<file path="src/rtl/bootsel_pkg.sv">
`timescale 1ns/1ps
package bootsel_pkg;

  typedef enum logic [1:0] {
    RG_NONE    = 2'd0,
    RG_FLASH   = 2'd1,
    RG_SYSBOOT = 2'd2,
    RG_RAM     = 2'd3
  } region_e;

  typedef struct packed {
    logic [31:0] base;
    logic [31:0] last;
    region_e     kind;
  } region_t;

  localparam int          NUM_CORES   = 2;
  localparam int          NUM_REGIONS = 12;
  localparam int          LATCH_EDGE  = 4;
  localparam logic [31:0] ADDR_CEIL   = 32'h3FFF_FFFF;
  localparam logic [1:0]  PROT_LOCK   = 2'b10;

  localparam region_t REGION_MAP [NUM_REGIONS] = '{
    '{32'h0800_0000, 32'h081F_FFFF, RG_FLASH},
    '{32'h1FF0_0000, 32'h1FF1_FFFF, RG_SYSBOOT},
    '{32'h0000_0000, 32'h0000_FFFF, RG_RAM},
    '{32'h2000_0000, 32'h2001_FFFF, RG_RAM},
    '{32'h2400_0000, 32'h2407_FFFF, RG_RAM},
    '{32'h3000_0000, 32'h3001_FFFF, RG_RAM},
    '{32'h3002_0000, 32'h3003_FFFF, RG_RAM},
    '{32'h3004_0000, 32'h3004_7FFF, RG_RAM},
    '{32'h1000_0000, 32'h1001_FFFF, RG_RAM},
    '{32'h1002_0000, 32'h1003_FFFF, RG_RAM},
    '{32'h1004_0000, 32'h1004_7FFF, RG_RAM},
    '{32'h3800_0000, 32'h3800_FFFF, RG_RAM}
  };

  // index 0 = core A, index 1 = core B
  localparam logic [31:0] FALLBACK_PIN0 [NUM_CORES] = '{32'h0800_0000, 32'h0810_0000};
  localparam logic [31:0] FALLBACK_PIN1 [NUM_CORES] = '{32'h1FF0_0000, 32'h1000_0000};
  localparam logic [31:0] FALLBACK_LOCK [NUM_CORES] = '{32'h0800_0000, 32'h0810_0000};

endpackage

</file>
<file path="src/rtl/bootsel_pin_latch.sv">
`timescale 1ns/1ps
module bootsel_pin_latch #(
  parameter int EDGE_NUM = 4
) (
  input  logic clk,
  input  logic rst_n,
  input  logic pin,
  output logic pin_q,
  output logic latched
);
  localparam int CW = $clog2(EDGE_NUM + 1);

  logic [CW-1:0] edge_cnt;

  always_ff @(posedge clk or negedge rst_n) begin
    if (!rst_n) begin
      edge_cnt <= '0;
      pin_q    <= 1'b0;
      latched  <= 1'b0;
    end else if (!latched) begin
      edge_cnt <= edge_cnt + 1'b1;
      if (edge_cnt == CW'(EDGE_NUM - 1)) begin
        latched <= 1'b1;
        pin_q   <= pin;
      end
    end
  end

  // once captured, the pin copy never moves until reset
  p_pin_hold_r1: assert property (@(posedge clk) disable iff (!rst_n)
    latched |=> (latched && $stable(pin_q)));

endmodule

</file>
<file path="src/rtl/bootsel_region_chk.sv">
`timescale 1ns/1ps
module bootsel_region_chk
  import bootsel_pkg::*;
(
  input  logic [31:0] addr,
  output region_e     kind
);
  logic [NUM_REGIONS-1:0] hit;

  for (genvar i = 0; i < NUM_REGIONS; i++) begin : g_hit
    // offset compare avoids a constant-bound comparison for base 0
    assign hit[i] = (addr - REGION_MAP[i].base) <= (REGION_MAP[i].last - REGION_MAP[i].base);
  end

  always_comb begin
    kind = RG_NONE;
    if (addr <= ADDR_CEIL) begin
      for (int i = 0; i < NUM_REGIONS; i++) begin
        if (hit[i]) kind = REGION_MAP[i].kind;
      end
    end
  end

endmodule

</file>
<file path="src/rtl/bootsel_core_resolve.sv">
`timescale 1ns/1ps
module bootsel_core_resolve
  import bootsel_pkg::*;
#(
  parameter logic [31:0] FB_PIN0 = 32'h0800_0000,
  parameter logic [31:0] FB_PIN1 = 32'h1FF0_0000,
  parameter logic [31:0] FB_LOCK = 32'h0800_0000
) (
  input  logic        clk,
  input  logic        rst_n,
  input  logic        pin,
  input  logic [1:0]  prot,
  input  logic [31:0] addr0,
  input  logic [31:0] addr1,
  output logic [31:0] addr_out
);
  logic [31:0] sel_addr;
  region_e     sel_kind;
  region_e     out_kind;
  logic        locked;
  logic        boot_ok;

  assign sel_addr = pin ? addr1 : addr0;
  assign locked   = (prot == PROT_LOCK);
  assign boot_ok  = (sel_kind == RG_FLASH) || (sel_kind == RG_SYSBOOT);

  bootsel_region_chk u_sel_chk (.addr(sel_addr), .kind(sel_kind));

  always_comb begin
    if (locked)
      addr_out = boot_ok ? sel_addr : FB_LOCK;
    else if (sel_kind != RG_NONE)
      addr_out = sel_addr;
    else
      addr_out = pin ? FB_PIN1 : FB_PIN0;
  end

  // independent classification of the result, used only for checking
  bootsel_region_chk u_out_chk (.addr(addr_out), .kind(out_kind));

  // whatever is selected, the start address lands in a mapped region
  p_result_mapped_r5: assert property (@(posedge clk) disable iff (!rst_n)
    out_kind != RG_NONE);

  // under lock only flash or bootloader starts are produced
  p_lock_boot_only_r7: assert property (@(posedge clk) disable iff (!rst_n)
    (prot == PROT_LOCK) |-> (out_kind == RG_FLASH || out_kind == RG_SYSBOOT));

endmodule

</file>
<file path="src/rtl/bootsel_dual.sv">
`timescale 1ns/1ps
module bootsel_dual
  import bootsel_pkg::*;
(
  input  logic        clk,
  input  logic        rst_n,
  input  logic        boot_pin,
  input  logic        en_a,
  input  logic        en_b,
  input  logic [31:0] prog_a0,
  input  logic [31:0] prog_a1,
  input  logic [31:0] prog_b0,
  input  logic [31:0] prog_b1,
  input  logic [1:0]  prot_lvl,
  output logic [31:0] boot_addr_a,
  output logic [31:0] boot_addr_b,
  output logic        release_a,
  output logic        release_b,
  output logic        master_a,
  output logic        master_b
);
  logic        pin_q;
  logic        latched;
  logic        out_valid;
  logic [31:0] prog0 [NUM_CORES];
  logic [31:0] prog1 [NUM_CORES];
  logic [31:0] res   [NUM_CORES];

  assign prog0[0] = prog_a0;
  assign prog1[0] = prog_a1;
  assign prog0[1] = prog_b0;
  assign prog1[1] = prog_b1;

  bootsel_pin_latch #(.EDGE_NUM(LATCH_EDGE)) u_latch (
    .clk(clk), .rst_n(rst_n), .pin(boot_pin), .pin_q(pin_q), .latched(latched)
  );

  for (genvar c = 0; c < NUM_CORES; c++) begin : g_core
    bootsel_core_resolve #(
      .FB_PIN0(FALLBACK_PIN0[c]),
      .FB_PIN1(FALLBACK_PIN1[c]),
      .FB_LOCK(FALLBACK_LOCK[c])
    ) u_res (
      .clk(clk), .rst_n(rst_n), .pin(pin_q), .prot(prot_lvl),
      .addr0(prog0[c]), .addr1(prog1[c]), .addr_out(res[c])
    );
  end

  always_ff @(posedge clk or negedge rst_n) begin
    if (!rst_n) begin
      out_valid   <= 1'b0;
      boot_addr_a <= '0;
      boot_addr_b <= '0;
      release_a   <= 1'b0;
      release_b   <= 1'b0;
      master_a    <= 1'b0;
      master_b    <= 1'b0;
    end else if (latched && !out_valid) begin
      out_valid   <= 1'b1;
      boot_addr_a <= res[0];
      boot_addr_b <= res[1];
      release_a   <= en_a | ~en_b;
      release_b   <= en_b;
      master_a    <= en_a | ~en_b;
      master_b    <= ~en_a & en_b;
    end
  end

  // outputs appear only on the edge following pin capture
  p_valid_after_latch_r2: assert property (@(posedge clk) disable iff (!rst_n)
    $rose(out_valid) |-> $past(latched));

  // nothing is released before the outputs become valid
  p_quiet_before_r2: assert property (@(posedge clk) disable iff (!rst_n)
    !out_valid |-> (!release_a && !release_b && !master_a && !master_b
                    && boot_addr_a == 32'h0 && boot_addr_b == 32'h0));

  // once valid, every output holds until reset
  p_hold_r2: assert property (@(posedge clk) disable iff (!rst_n)
    out_valid |=> (out_valid && $stable(boot_addr_a) && $stable(boot_addr_b)
                   && $stable(release_a) && $stable(release_b)
                   && $stable(master_a) && $stable(master_b)));

  // at least one core runs
  p_some_core_r9: assert property (@(posedge clk) disable iff (!rst_n)
    out_valid |-> (release_a || release_b));

  // exactly one master, and the master is a released core
  p_one_master_r10: assert property (@(posedge clk) disable iff (!rst_n)
    out_valid |-> ($countones({master_a, master_b}) == 1
                   && (!master_a || release_a) && (!master_b || release_b)));

endmodule

</file>
<file path="config.mk">
export PLATFORM = sky130hd
export DESIGN_NAME = bootsel_dual
export DESIGN_NICKNAME = d
export VERILOG_FILES = /design/src/rtl/bootsel_pkg.sv /design/src/rtl/bootsel_pin_latch.sv /design/src/rtl/bootsel_region_chk.sv /design/src/rtl/bootsel_core_resolve.sv /design/src/rtl/bootsel_dual.sv
export SDC_FILE = /design/constraint.sdc
export NUM_CORES = 1
export LEC_CHECK = 0
export ABC_AREA = 1
export BUFFER_PORTS_ARGS = -buffer_cell sky130_fd_sc_hd__buf_2
export CAP_MARGIN = 10
export CORE_ASPECT_RATIO = 0.8
export CORE_UTILIZATION = 48
export CTS_CLUSTER_DIAMETER = 60
export DETAILED_ROUTE_END_ITERATION = 8
export PLACE_DENSITY_LB_ADDON = 0.3
export RECOVER_POWER = 25
export SLEW_MARGIN = 5
export SYNTH_ARGS = -nofsm -noshare
export SYNTH_HDL_FRONTEND = slang
export SYNTH_SLANG_ARGS = --single-unit
</file>
<file path="constraint.sdc">
create_clock -name clk -period 3.1 [get_ports clk]
set_input_delay 0.62 -clock clk [delete_from_list [all_inputs] [get_ports clk]]
set_output_delay 0.62 -clock clk [all_outputs]
set_load 0.01 [all_outputs]
</file>
* Word-level counts from Yosys, hierarchy flattened *
Index checks and enable logic that the tools add are counted.

word-level totals
  bits of input ports = 135
  register bits after elaboration = 73
  word-level logic and storage cells = 114

operators by class
  reduce and logical (&&, ||, !) cells = 7
  equality and inequality tests = 6
  muxes and demuxes = 38
  bitwise gates (word level) = 5
  magnitude comparators = 26
  add/subtract/negate cells = 23

operators by type and width
  operator                                                                  number
  32-bit by 17-bit <= comparator with 1-bit output (second input constant)  12
  32-bit by 30-bit subtractor with 32-bit output (second input constant)    12
  32-bit two-way mux                                                        8
  32-bit by 29-bit subtractor with 32-bit output (second input constant)    8
  32-bit by 15-bit <= comparator with 1-bit output (second input constant)  4
  32-bit by 16-bit <= comparator with 1-bit output (second input constant)  4
  32-bit by 19-bit <= comparator with 1-bit output (second input constant)  2
  32-bit by 21-bit <= comparator with 1-bit output (second input constant)  2
  32-bit by 30-bit <= comparator with 1-bit output (second input constant)  2
  32-bit by 28-bit subtractor with 32-bit output (second input constant)    2
  29-bit two-way mux                                                        2
  2-bit two-way mux                                                         24
  2-bit == test (second input constant)                                     3
  2-bit by 1-bit == test with 1-bit output (second input constant)          2
  1-bit two-way mux                                                         4
  2-bit nonzero test                                                        2
  3-bit by 1-bit adder with 3-bit output (second input constant)            1
  3-bit by 2-bit == test with 1-bit output (second input constant)          1
  1-bit inverter                                                            3
  1-bit logical OR                                                          2
  2-bit AND reduction                                                       1
  1-bit bitwise AND                                                         1
  1-bit logical AND                                                         1
  1-bit logical NOT                                                         1
  1-bit bitwise OR                                                          1

* Depth between registers and ports, before layout *
Gate-level depths: netlist (run 1).

  depth after elaboration = 20
  mapped depth = 27
  mapped depth without buffers = 24

* Hierarchy *
Synthesis (run 1) repeated with hierarchy kept, for this count alone.

unflattened totals
  cells, all modules = 1256
  area, all modules = 7435.9 sq um

modules (own cells, without submodules)
  module                                   area an instance (sq um)  times used  cells each  sequential area each (sq um)
  bootsel_region_chk                       1365.1                    2           278         0.0
  bootsel_dual                             2582.5                    1           293         1701.6
  bootsel_core_resolve at g_core[1].u_res  963.4                     1           190         0.0
  bootsel_core_resolve at g_core[0].u_res  950.9                     1           197         0.0
  bootsel_pin_latch                        209.0                     1           20          125.1

* Worst setup path after synthesis (run 1) *
Ideal clock, no wire load.

  path kind = reg2reg
  start = register u_latch.pin_q
  end = register boot_addr_a[10]
  buffers on the path = 5
  data required time = 3034 ps
  path slack = -225 ps
  arrival time = 3259 ps
  cell stages (with the launch flop) = 27
  cell sequence = dfrtp_1 -> buf_6 -> inv_8 -> buf_6 -> nand2_1 -> nand2_1 -> inv_1 -> buf_2 -> ha_1 -> inv_1 -> o21ai_0 -> a21oi_4 -> nand2_1 -> nand2_1 -> nand3_1 -> nor2_1 -> nand2_1 -> nand2_1 -> nor2_1 -> nand3_1 -> nand2_1 -> ha_1 -> buf_2 -> o21ai_1 -> clkbuf_1 -> o211ai_1 -> nand2_1

between the ends
  longest elaborated chain between the ends = 20
  elaborated cells on any way between the ends = 45

RTL lines
  element                                                                    line                        source
  start, declared                                                            bootsel_pin_latch.sv:8      output logic pin_q,
  start signal, assigned                                                     bootsel_pin_latch.sv:24     pin_q <= pin;
  32-bit two-way mux (*)                                                     bootsel_core_resolve.sv:23  assign sel_addr = pin ? addr1 : addr0;
  32-bit by 28-bit subtractor with 32-bit output                             bootsel_region_chk.sv:12    assign hit[i] = (addr - REGION_MAP[i].base) <= (REGION_MAP[i].last - REGION_MAP[i].base);
  32-bit by 21-bit <= comparator with 1-bit output                           bootsel_region_chk.sv:12
  1-bit two-way mux                                                          bootsel_region_chk.sv:19    if (hit[i]) kind = REGION_MAP[i].kind;
  2-bit two-way mux (11 in series)                                           bootsel_region_chk.sv:19
  2-bit two-way mux                                                          bootsel_region_chk.sv:17    if (addr <= ADDR_CEIL) begin
  2-bit by 1-bit == test with 1-bit output or 2-bit == test (tied branches)  bootsel_core_resolve.sv:25  assign boot_ok = (sel_kind == RG_FLASH) || (sel_kind == RG_SYSBOOT);
  1-bit logical OR                                                           bootsel_core_resolve.sv:25
  32-bit two-way mux                                                         bootsel_core_resolve.sv:31  addr_out = boot_ok ? sel_addr : FB_LOCK;
  32-bit two-way mux (*)                                                     bootsel_core_resolve.sv:30  if (locked)
  end signal, assigned                                                       bootsel_dual.sv:60          boot_addr_a <= res[0];
  end, declared                                                              bootsel_dual.sv:15          output logic [31:0] boot_addr_a,

Every way passes the cells marked *; elsewhere a longest branch is shown, timed or not.
A chain may end at the register's enable or synchronous reset.

* Worst setup path after layout (run 1) *
  start = register u_latch.pin_q
  end = register boot_addr_a[1]

Same word-level chain as after synthesis.

==> impl_metrics.toml, run 1 <==
[critical_path]
cp-start-kind = "register"
r2r-start = "u_latch.pin_q"
r2r_cells = 24
critPathKind = "register to register"
r2r_end = "boot_addr_a[1]"
cp_cell_sequence = "buf_4 -> nand2_1 -> nand2_1 -> nand2_1 -> nor2_4 -> buf_12 -> nand2_2 -> nand2_1 -> nand2_1 -> nor2_2 -> nand3_1 -> nor2_1 -> nand2_1 -> nand2_1 -> nor2_2 -> nand3_1 -> nand2_2 -> ha_4 -> nand2_4 -> o21ai_4 -> buf_6 -> buf_16 -> o211ai_1 -> nand2_1"
arrival_ns = 3.46
crit_top_cell = "nand2_1"
path_delay_family = "simple AND/OR/NAND/NOR gates"
critPathRequiredTime_ns = 3.31
reg2reg_slack_ns = -0.16
max_stage_delay_ns = 0.52
critPathBufInv = 4
end_kind = "register"
cp_max_fo = 10
critPathSlowestCell = "dfrtp_2"

[logic_synthesis]
yosys_warnings = 0
yosysSeqAreaShare_pct = 28.6
avgSynthCellArea_um2 = 6.28
synth_edf_count = 0
synthArstFlopShare_pct = 100
synthesis.nets = 1174
synth_cells = 1018
syn_area_mm2 = 0.00640
yosys.cell_types.count = 43
synth_ff_type = "dfrtp_1"
ys_seq_elements = 73

[cts]
tritoncts = "done"
cts.clk_slew.worst_paths_ns = 0.05
clock_latency_ns = 0.33
ctsHoldBuffers = 0
htreeDepth = 3
numCtsBuffers = 9
cts_sinks = 73
root_buffer = "clkbuf_16"
cts_buffer_depth = 2

[global_route]
grt_antenna_before_repair = 0
grt_pass1_wl_um = 34200
grt_overflow = 0
first_global_vias = 7052
grt_use_total_pct = 31.7
grt_max_degree = 74

[floorplanning]
row_count = 37
core-area_mm2 = 0.0129
die_h_um = 105
die_w_um = 131
ios = 203
floorplan.initialDensity_pct = 49.5
die-area_mm2 = 0.0138

[drt]
drt-wirelength-per-cell_um = 15.0
drt_iter0_markers = 590
num_vias = 7836
drc = 0
vias_per_cell = 5.29
drt_wl_total_um = 22300
first_pass_iters = 6
antenna_left = 0

[worst_hold_path]
hold_end = "master_b"
hold_class = "register to register"
hold-path-cell-count = 1
worstHoldStart = "master_b"

[cells_and_area]
diodes = 0
num-nets-final = 1458
fin_util_pct = 69.8
area_growth_pct = 40.9
final_cells = 1482
layout-drive-gt1-share_pct = 34.5
stdcell_area_mm2 = 0.00901
final_cell_mix = "nand2_1 (355), buf_2 (201), nor2_1 (121)"
final_common_cell = "nand2_1"

[sta]
final.setup_skew_ns = 0.00307
finalHoldViolCount = 0
max_freq_mhz = 307
tightest_slew_ns = 1.78
fin_ws_ns = -0.159
fin_crit_ns = 3.26
setup_tns_ns = -5.18
period_share_pct = 105
slew_viol_final = 74
rsz0062_at_grt = "true"
relSlewSlack_pct = -18.9
setup_violations = 63

[placement]
place_area_mm2 = 0.00820
portBuffers = 202
place_inst = 1449
gp_congestion = 0.953
pre_cts_ws_ns = -0.238
dp_hpwl_um = 16200

[job]
cap_violations = 1

[power_and_ir_drop]
ir_drop_uv = 270
p_leak_nw = 5.09
power.density_mw_per_mm2 = 322

[run_status]
status = "complete, but fails checks"
violations = "capacitance limit, slew limit, setup timing"
## cell families after synthesis
group                      share of synthesized area, %
xor gates and xnor gates                           1.64
and+or+nand+nor                                    44.2
AOI/OAI and AO/OA                                  12.7
DFF                                                28.6
adders and majority gates                          4.11
buffers and inverters                              8.70
muxes                                             0.157
## sequential cells by signal, indices dropped and copies added, names as in the netlist
| name | cells |
|---|---|
| u_latch.edge_cnt | 3 |
| u_latch.pin_q | 1 |
| u_latch.latched | 1 |
| boot_addr_a | 32 |
| master_a | 1 |
| master_b | 1 |
| release_b | 1 |
| out_valid | 1 |
| boot_addr_b | 32 |
## through the flow
stage,total power [mW],hold WS [ns]
after floorplan,1.43,0.324
after global placement,1.79,0.454
after detailed placement,1.79,0.460
after CTS,2.86,0.458
after global routing,3.04,0.487
final,2.90,0.467
## metal layers
| metal | vias up | global-route usage, % | part of all wire [%] |
|---|---|---|---|
| met2 | 382 | 52.0 | 47 |
| met1 | 3561 | 43.0 | 43 |
| met5 | - | 0 | 0 |
| li1 | 3853 | - | - |
| met3 | 40 | 5.63 | 8.0 |
| met4 | 0 | 7.64 | 2.1 |
## report_power, final
| group | internal (mW) | total [mW] | switching [mW] |
|---|---|---|---|
| Sequential | 0.967 | 0.979 | 0.0120 |
| Combinational | 0.358 | 0.865 | 0.506 |
| Clock | 0.688 | 1.05 | 0.367 |
| Total | 2.01 | 2.90 | 0.886 |
## Yosys cell counts (2+ instances only)
master	n	share of area [%]
a21oi_1	17	1.3
nand2_1	371	22
ha_1	21	4.1
o21ai_2	5	0.68
buf_6	8	1.4
nand3_2	2	0.31
nor2_4	11	1.9
o21ai_1	14	1.1
xor2_1	9	1.2
dfrtp_1	73	29
or2_2	3	0.29
a22oi_1	7	0.82
o2111ai_1	2	0.27
o21ai_4	2	0.51
nor2_2	6	0.59
xnor2_1	3	0.41
buf_2	7	0.55
clkbuf_1	22	1.3
o211ai_1	31	3.6
buf_1	3	0.18
nand3_1	80	6.3
nor4_1	4	0.39
nand3b_1	3	0.35
o21ai_0	40	3.1
a31oi_1	2	0.20
nand4_1	14	1.4
inv_1	78	4.6
nand2_2	27	2.6
buf_4	2	0.23
nor2_1	129	7.6
inv_2	4	0.23
a21o_1	2	0.23
nor3_1	6	0.47
## how the worst max path moves through the flow
stage,slack (ns),start,cells past startpoint,end
after floorplan,0.004,u_latch.pin_q,26,boot_addr_a[10]
after global placement,-0.17,u_latch.pin_q,19,boot_addr_b[28]
after detailed placement,-0.24,u_latch.pin_q,19,boot_addr_b[28]
after CTS,-0.06,u_latch.pin_q,27,boot_addr_a[3]
after global routing,-0.35,u_latch.pin_q,27,boot_addr_a[11]
final,-0.16,u_latch.pin_q,24,boot_addr_a[1]
## area by class of cell
cell class	instances	area [um2]
timing repair buffer	314	2070
clock inverter	2	35.0
fill	1101	3900
clock buffer	14	274
multi-input combinational	819	4260
inverter	84	328
tap	175	219
sequential	73	1830
timing repair inverter	1	6.26
## timing repair
item | in CTS | in global routing
gates resized for setup | 29 | 50
buffers inserted | 7 | 5
setup endpoints to repair | 64 | 64
gates cloned | 2 | 4
pin swaps | 4 | 10
No activity file was read; power rests on OpenSTA's default activity.
==> run 2: changes to the inputs <==
--- a/config.mk
+++ b/config.mk
@@ -13,7 +13,6 @@
 export CTS_CLUSTER_DIAMETER = 60
 export DETAILED_ROUTE_END_ITERATION = 8
 export PLACE_DENSITY_LB_ADDON = 0.3
-export RECOVER_POWER = 25
 export SLEW_MARGIN = 5
 export SYNTH_ARGS = -nofsm -noshare
 export SYNTH_HDL_FRONTEND = slang
==> run 2 against run 1 <==
The flow finishes with violations (setup timing); maximum frequency is essentially flat; hold slack got worse by 0.053 ns; non-clock buffer count unchanged; sequential share of layout area about the same; final cell count is the same; setup slack better by 0.00075 ns; first-iteration DRC count grew 1.0%; sequential power is essentially flat; highest routed layer unchanged; die area unchanged; critical endpoint unchanged.
==> impl_metrics.toml, run 2 (synthesized netlist as in run 1, its figures left out) <==
[sta]
setup_violations = 63
fin_ws_ns = -0.158
slew_viol_final = 0
fin_hold_ws_ns = 0.414
final.setup_skew_ns = 0.00307
fin_crit_ns = 3.26
setup_tns_ns = -5.14
period_share_pct = 105
relSlewSlack_pct = 36.0
finalHoldViolCount = 0
max_freq_mhz = 307
rsz0062_at_grt = "true"
tightest_slew_ns = 0.956

[drt]
drt_iter0_markers = 596
drt-met1-wl_um = 9500
drc = 0
top_layer_used = "met4"
antenna_left = 0
wl_met3_um = 1790
drt_wl_total_um = 22200
num_vias = 7827
wl_met2_um = 10400
vias_per_cell = 5.28
first_pass_iters = 6
drt-wirelength-per-cell_um = 15.0

[critical_path]
end_kind = "register"
arrival_ns = 3.46
critPathKind = "register to register"
critPathRequiredTime_ns = 3.31
cp_max_fo = 10
cp-start-kind = "register"

[placement]
dp_hpwl_um = 16200
place_inst = 1449
portBuffers = 202
gp_congestion = 0.953
pre_cts_ws_ns = -0.238
place_area_mm2 = 0.00820

[cells_and_area]
reg.largest.list = "boot_addr_a: 32 flops, boot_addr_b: 32 flops, u_latch.edge_cnt: 3 flops"
num-nets-final = 1458
final_common_cell = "nand2_1"
diodes = 0
stdcell_area_mm2 = 0.00902
layout-drive-gt1-share_pct = 34.5
final_cells = 1482
area_growth_pct = 41.0
final_cell_mix = "nand2_1 (355), buf_2 (201), nor2_1 (121)"
fin_util_pct = 69.8

[cts]
cts_sinks = 73
numCtsBuffers = 9
clock_latency_ns = 0.33
cts.clk_slew.worst_paths_ns = 0.05
cts_buffer_depth = 2
ctsHoldBuffers = 0
tritoncts = "done"
root_buffer = "clkbuf_16"
htreeDepth = 3

[power_and_ir_drop]
p_leak_nw = 5.09
ir_drop_uv = 270
power_mw = 2.90
power.density_mw_per_mm2 = 321

[global_route]
grt_antenna_before_repair = 0
grt_overflow = 0
grt_use_total_pct = 31.7
grt_max_degree = 74
first_global_vias = 7052
grt_pass1_wl_um = 34200

[run_status]
violations = "setup timing"
status = "complete, but fails checks"

[floorplanning]
die_h_um = 105
ios = 203
row_count = 37
die_w_um = 131
floorplan.initialDensity_pct = 49.5
die-area_mm2 = 0.0138
core-area_mm2 = 0.0129

[job]
cap_violations = 0

[worst_hold_path]
hold_class = "primary input to async pin"
[run 2: changes by cell type in the layout (fill, tap and decap cells not counted), sizes merged]
cell,delta
buf,+1
clkbuf,-1
[run 2: cell type report]
cell class	instances	area, um2
repair buffers	314	2070
clock buffers	14	274
inverters	84	328
flip-flops and latches	73	1830
well taps	175	219
repair inverters	1	6.26
clock inverters	2	35.0
multi-input cells	819	4260
fillers	1100	3900
[run 2: repair_timing]
item,CTS,global route
setup buffers,7,5
resized for setup,29,50
cloned,2,4
pin swaps,4,10
endpoints found under the setup margin,64,64
[run 2: worst paths after layout]
check / start / end / slack, ns / cells past startpoint
min in group clk: master_b / master_b / 0.47 / 1
setup reg to reg: u_latch.pin_q / boot_addr_a[1] / -0.16 / 24
max in group asynchronous: rst_n / u_latch.pin_q / 2.04 / 1
setup / recovery: u_latch.pin_q / boot_addr_a[1] / -0.16 / 24
hold reg to reg: master_b / master_b / 0.47 / 1
hold / removal: rst_n / boot_addr_a[20] / 0.41 / 1
[run 2: power breakdown]
part | switching [mW] | total (mW) | internal (mW)
Clock | 0.367 | 1.05 | 0.688
Sequential | 0.0119 | 0.979 | 0.967
Combinational | 0.506 | 0.865 | 0.359
[run 2: worst max-delay path: stages, from the launching register on]
cell and delay, ns:
dfrtp_2 0.52, buf_4 0.24, nand2_1 0.10, nand2_1 0.15, nand2_1 0.13, nor2_4 0.15
buf_12 0.12, nand2_2 0.04, nand2_1 0.06, nand2_1 0.05, nor2_2 0.15, nand3_1 0.08
nor2_1 0.10, nand2_1 0.05, nand2_1 0.07, nor2_2 0.05, nand3_1 0.09, nand2_2 0.07
ha_4 0.24, nand2_4 0.08, o21ai_4 0.09, buf_6 0.18, buf_16 0.13, o211ai_1 0.08
nand2_1 0.10
[run 2: per-layer routing]
layer	track usage [%]	vias up
met5	0	-
met4	7.64	0
met3	5.63	44
met1	43.0	3565
li1	-	3852
met2	52.0	366
==> run 3: changes to the inputs <==
--- a/config.mk
+++ b/config.mk
@@ -9,7 +9,7 @@
 export BUFFER_PORTS_ARGS = -buffer_cell sky130_fd_sc_hd__buf_2
 export CAP_MARGIN = 10
 export CORE_ASPECT_RATIO = 0.8
-export CORE_UTILIZATION = 48
+export CORE_UTILIZATION = 55
 export CTS_CLUSTER_DIAMETER = 60
 export DETAILED_ROUTE_END_ITERATION = 8
 export PLACE_DENSITY_LB_ADDON = 0.3
==> constraint.sdc (replaced) <==
create_clock -name clk -period 4 [get_ports clk]
set_input_delay 0.8 -clock clk [delete_from_list [all_inputs] [get_ports clk]]
set_output_delay 0.8 -clock clk [all_outputs]
set_load 0.01 [all_outputs]
==> run 3 against run 2 <==
The run now ends clean; non-clock buffer count fell by 94; clock power fell by 25%; wire length down 11%; maximum frequency is 8.7% lower; via count shrank 4.3%; clock skew barely moved; critical path depth decreased by 2; critical endpoint is now boot_addr_b[28]; largest cell class unchanged; highest routed layer unchanged.
==> impl_metrics.toml, run 3 (synthesized netlist as in run 1, its figures left out) <==
[floorplanning]
row_count = 34
ios = 203
floorplan.initialDensity_pct = 57.6
die_h_um = 98.5
core-area_mm2 = 0.0111
die_w_um = 123
die-area_mm2 = 0.0121

[cells_and_area]
final_common_cell = "nand2_1"
num-nets-final = 1363
area_growth_pct = 21.9
n_fill_cell = 988
layout-drive-gt1-share_pct = 24.9
diodes = 0
final_cells = 1355
fin_util_pct = 70.2
final_cell_mix = "nand2_1 (371), buf_2 (201), nor2_1 (128)"
reg.largest.list = "boot_addr_a: 32 flops, boot_addr_b: 32 flops, u_latch.edge_cnt: 3 flops"

[sta]
relSlewSlack_pct = 39.6
rsz0062_at_grt = "false"
tightest_slew_ns = 0.906
fin_crit_ns = 3.57
slew_viol_final = 0
setup_violations = 0
setup_tns_ns = 0
finalHoldViolCount = 0
period_share_pct = 89.2
final.setup_skew_ns = 0.00331
max_freq_mhz = 280
fin_hold_ws_ns = 0.469

[drt]
drt_iter0_markers = 527
drc = 0
first_pass_iters = 5
num_vias = 7488
vias_per_cell = 5.53
antenna_left = 0
drt-wirelength-per-cell_um = 14.6
drt_wl_total_um = 19800

[cts]
ctsHoldBuffers = 0
cts_sinks = 73
post-cts-setup-buffers = 0
ctsResizeCount = 0
cts.clk_slew.worst_paths_ns = 0.06
htreeDepth = 3
tritoncts = "done"
cts_buffer_depth = 2
root_buffer = "clkbuf_16"
clock_latency_ns = 0.33
numCtsBuffers = 9

[job]
cap_violations = 0

[global_route]
grt_pass1_wl_um = 31700
grt_use_total_pct = 33.2
grt_max_degree = 74
first_global_vias = 6725
grt_overflow = 0
grt_antenna_before_repair = 0

[worst_hold_path]
hold-path-cell-count = 2
hold_class = "register to register"
worstHoldStart = "boot_addr_b[2]"
hold_end = "boot_addr_b[2]"

[placement]
dp_hpwl_um = 14900
portBuffers = 202
gp_congestion = 0.997
place_inst = 1340

[run_status]
status = "complete, no violations"

[power_and_ir_drop]
power_mw = 2.08
ir_drop_uv = 232
power.density_mw_per_mm2 = 267
p_leak_nw = 4.52

[critical_path]
r2r_cells = 22
cp_max_fo = 24
critPathKind = "register to register"
end_kind = "register"
r2r_end = "boot_addr_b[28]"
r2r-start = "u_latch.pin_q"
critPathRequiredTime_ns = 4.22
reg2reg_slack_ns = 0.43
cp-start-kind = "register"
arrival_ns = 3.79
[run 3: changes by cell type in the layout (fill, tap and decap cells not counted), sizes merged]
| cell | before | now |
|---|---|---|
| clkinvlp | 0 | 1 |
| inv | 84 | 83 |
| buf | 311 | 220 |
| clkinv | 2 | 4 |
| clkbuf | 17 | 10 |
[run 3: worst max-delay path, cell delays in order, from the launching register on]
cell and delay [ns]:
dfrtp_2 0.44, buf_4 0.29, nand2_1 0.10, nand2_2 0.19, inv_1 0.19, ha_1 0.30, nand2_1 0.10, inv_1 0.05
a21oi_2 0.20, nand2_1 0.07, nand2_1 0.06, nand2_1 0.05, nand2_1 0.06, nand2_1 0.05, nand3_1 0.11, nand2_1 0.07
o21ai_1 0.15, ha_1 0.25, nand2_1 0.08, o21ai_2 0.07, o21ai_0 0.30, a21oi_1 0.08, a21o_1 0.17
[run 3: worst max-delay path by stage]
| stage | from | endpoint | slack, ns | depth (start not counted) |
|---|---|---|---|---|
| CTS | u_latch.pin_q | boot_addr_a[23] | 0.41 | 23 |
| detailed placement | prog_a0[27] | boot_addr_a[13] | 0.36 | 24 |
| global placement | prog_b1[27] | boot_addr_b[8] | 0.46 | 20 |
| floorplan | prog_a0[27] | boot_addr_a[10] | 0.53 | 23 |
| finish | u_latch.pin_q | boot_addr_b[28] | 0.43 | 22 |
| global route | u_latch.pin_q | boot_addr_a[26] | 0.07 | 23 |
[run 3: report_power, final]
| part | total [mW] | leakage (nW) | switching [mW] | internal, mW |
|---|---|---|---|---|
| logic | 0.534 | 3.41 | 0.351 | 0.183 |
| clock network | 0.788 | 0.144 | 0.294 | 0.494 |
| registers | 0.756 | 0.967 | 0.00721 | 0.749 |
[run 3: layout make-up]
type                    instances  area, um2  area share, %
inverters                      84        323           4.14
repair buffers                220       1150           14.8
clock inverters                 5       56.3          0.722
flip-flops and latches         73       1830           23.4
multi-input cells             819       4020           51.5
well taps                     144        180           2.31
clock buffers                  10        239           3.06
[run 3: metrics by stage]
step | setup WS (ns) | area (um2)
floorplan | 0.527 | 6400
global placement | 0.458 | 7500
detailed placement | 0.363 | 7500
CTS | 0.413 | 7790
global route | 0.0695 | 7800
finish | 0.432 | 7800
[run 3: routing by layer]
layer / vias to the layer above / track usage, % / wire (um)
li1: 3655 / - / -
met1: 3443 / 43.9 / 8560
met2: 340 / 54.9 / 9210
met3: 50 / 5.96 / 1550
met4: 0 / 10.4 / 445
met5: - / 0 / 0
